## config.mk

```make
export PLATFORM = sky130hd
export DESIGN_NAME = rtc_irq_status
export DESIGN_NICKNAME = d
export VERILOG_FILES = /design/src/rtl/rtc_irq_status.sv
export SDC_FILE = /design/constraint.sdc
export NUM_CORES = 1
export LEC_CHECK = 0
export CORE_AREA = 2 2 39 41
export CTS_CLUSTER_SIZE = 40
export DETAILED_ROUTE_END_ITERATION = 10
export DIE_AREA = 0 0 41 43
export PLACE_DENSITY = 0.74
export SYNTH_ARGS = -nofsm -noshare
export SYNTH_HDL_FRONTEND = slang
export SYNTH_SLANG_ARGS = --single-unit
```

## constraint.sdc

```tcl
create_clock -name clk -period 1.7 [get_ports clk]
set_input_delay 0.17 -clock clk [delete_from_list [all_inputs] [get_ports clk]]
set_output_delay 0.17 -clock clk [all_outputs]
set_load 0.005 [all_outputs]
```

## src/rtl/rtc_irq_status.sv

```systemverilog
module rtc_irq_status (
  input  logic       clk,
  input  logic       rst_n,
  input  logic       ev_periodic,
  input  logic       ev_alarm,
  input  logic       ev_update,
  input  logic       en_periodic,
  input  logic       en_alarm,
  input  logic       en_update,
  input  logic       rd_strobe,
  output logic [7:0] rd_data,
  output logic       irq_n
);
  localparam int NSRC = 3;
  localparam int PADW = 8 - NSRC - 1;

  logic [NSRC-1:0] ev, en, flags, pend;
  logic            strobe_q, irq, rd_start, rd_end;
  logic [7:0]      snap;

  assign ev       = {ev_periodic, ev_alarm, ev_update};
  assign en       = {en_periodic, en_alarm, en_update};
  assign irq      = |(flags & en);
  assign irq_n    = ~irq;
  assign rd_data  = snap;
  assign rd_start = rd_strobe & ~strobe_q;
  assign rd_end   = ~rd_strobe & strobe_q;

  always_ff @(posedge clk) begin
    if (!rst_n) begin
      flags    <= '0;
      pend     <= '0;
      strobe_q <= 1'b0;
      snap     <= '0;
    end else begin
      strobe_q <= rd_strobe;
      if (rd_start) snap <= {irq, flags, {PADW{1'b0}}};
      if (rd_strobe) begin
        pend <= pend | ev;
      end else if (rd_end) begin
        flags <= pend | ev;
        pend  <= '0;
      end else begin
        flags <= flags | ev;
      end
    end
  end
endmodule


```

==> qor.yml <==
cts:
  cts_tree: "built"
  cts_resized: 1
  clk_pin_slew_worst_paths_ns: 0.07
  cts_max_level: 1
  cts_buffers: 3
  clk_latency_ns: 0.27
  clkSinkCount: 11
  post_cts_buffers: 0
  cts_hold_buf: 0
  root_buffer: "clkbuf_4"
  cts.path.max_buffers: 2
cells_and_area:
  drive_above_1_share: 0.07813
  final_net_count: 74
  most-common-layout-cells: "clkdlybuf4s50_1 (12), dfxtp_1 (11), nand2_1 (6), conb_1 (4)"
  n_antenna_cell: 0
  post-route-util: 0.4485
  final_common_cell: "clkdlybuf4s50_1"
  fill_cells: 150
  multi_input_comb_area_um2: 225.2
  seq_area_um2: 220.2
  syn_to_final_growth_pct: 30.53
yosys:
  avgSynthCellArea_um2: 9.509
  ys_types: 19
  synth-seq-cells: 11
  synthCells: 50
  yosysWarnings: 0
  synth_area_um2: 475.5
  ys_seq_area_frac: 0.4632
drt:
  ant_nets: 0
  wl_per_cell_um: 10.63
  drcViolationCount: 0
  dr.first_iter.drc_count: 4
  via_count: 401
  wl_um: 850
  dr.pass1.iters: 4
  vias_per_cell: 5.013
placed_design:
  numPortBuffers: 13
  place_ws_ns: -0.02972
  globalplace.congestion: 0.7090
worst_setup_path:
  slowest_delay_ns: 0.39
  cpMaxStageDelayCell: "a222oi_1"
  arrival_ns: 1.27
  crit_fanout: 3
  cp_cell_sequence: "a222oi_1 -> dlygate4sd2_1"
  start_kind: "flop"
  reg2regPathDepth: 2
  crit_required_ns: 1.53
  critPathCaptureType: "primary output"
  worstSetupPathType: "flop to primary output"
timing:
  slew_violations: 0
  fin_worst_skew_ns: 0.005504
  setup_slack_ns: 0.2596
  min_period_over_period: 0.8473
  hold_viol: 0
  setup_viol: 0
  max_freq_mhz: 694.2
  rsz0062_at_grt: "false"
  period_minus_slack_ns: 1.440
  finalSetupTns_ns: 0
floorplan:
  die-height_um: 43
  core_um2: 1384
  rows: 14
  ios: 18
  start_util: 0.3436
  dieArea_um2: 1763
  die_width_um: 41
global_routing:
  grt_usage: 0.1242
  grt_first_pass_wirelength_mm: 1.428
  gr-total-overflow: 0
  antenna_found_initial: 0
  grt_pass1_vias: 344
  grt_max_degree: 12
power:
  peakVddDrop_uv: 560.5
  total_power_uw: 545.7
  p_leak_uw: 0.0002377
  p_per_area_nw_per_um2: 879.3
hold_path:
  min_path_cells: 2
  hold_class: "flop to flop"
run:
  drv_cap: 0
outcome:
  status: "finished, final reports clean"
critical path: cells and delay by family (launching register included):
family / cells / cell delay (ns)
compound gates: 1 / 0.39
flops: 1 / 0.33
buf+inv: 1 / 0.29
registers in the layout, indices dropped and copies added, names as in the netlist:
signal	count
flags	3
pend	3
rd_data	4
strobe_q	1
cell usage after synthesis:
cell type	number	area (µm²)
nand2b_4	1	13.76
a22oi_1	2	15.01
a222oi_1	1	10.01
and2_1	1	6.260
nor2_1	3	11.26
nand2_1	6	22.52
o311a_1	3	30.03
a21oi_1	1	5.000
nor2b_1	2	12.51
conb_1	1	3.750
nor2b_2	1	8.760
clkbuf_1	1	3.750
a21boi_1	3	22.52
o21bai_1	3	22.52
o21ai_0	2	10.01
buf_4	5	37.54
dfxtp_1	11	220.2
nand2b_1	2	12.51
a21boi_0	1	7.510
routing by layer:
layer | part of all wire | global-route usage | vias up
li1 | - | - | 196
met1 | 0.44 | 0.1607 | 187
met2 | 0.47 | 0.1563 | 16
met3 | 0.080 | 0.07853 | 2
met4 | 0.011 | 0.06000 | 0
met5 | 0 | 0 | -
area by class of cell:
| type | instances | share of cell area |
|---|---|---|
| flip-flops and latches | 11 | 0.3548 |
| well taps | 16 | 0.03226 |
| clock buffers | 4 | 0.04234 |
| repair buffers | 13 | 0.2077 |
| multi-input cells | 36 | 0.3629 |
metrics by stage:
step | hold WS [ns] | instance area (µm²) | std cells
floorplan | 0.3231 | 486.7 | 53
global placement | 0.4409 | 595.6 | 76
detailed placement | 0.4470 | 595.6 | 76
CTS | 0.4573 | 620.6 | 80
global route | 0.4774 | 620.6 | 80
finish | 0.4522 | 620.6 | 80
final timing paths:
check,startpoint,endpoint,slack [ns]
hold reg to reg,rd_data[6],rd_data[6],0.45
setup / recovery,flags[0],irq_n,0.26
setup reg to reg,strobe_q,flags[2],0.72
hold / removal,rd_data[6],rd_data[6],0.45
power breakdown:
group | total (µW) | internal [µW] | switching, µW
logic | 79.8 | 49.3 | 30.4
registers | 286 | 275 | 11.9
clock network | 180 | 91.0 | 88.6
total | 546 | 415 | 131
kinds of logic (layout without fill, tap and decap cells):
logic type,after synthesis,count (layout),share of synthesized area
AO/OA/AOI/OAI,16,16,0.2579
buffers and inverters,6,17,0.08684
flip-flops,11,11,0.4632
other,1,4,0.007887
AND/OR/NAND/NOR,16,16,0.1842
No activity file was read; power rests on OpenSTA's default activity.
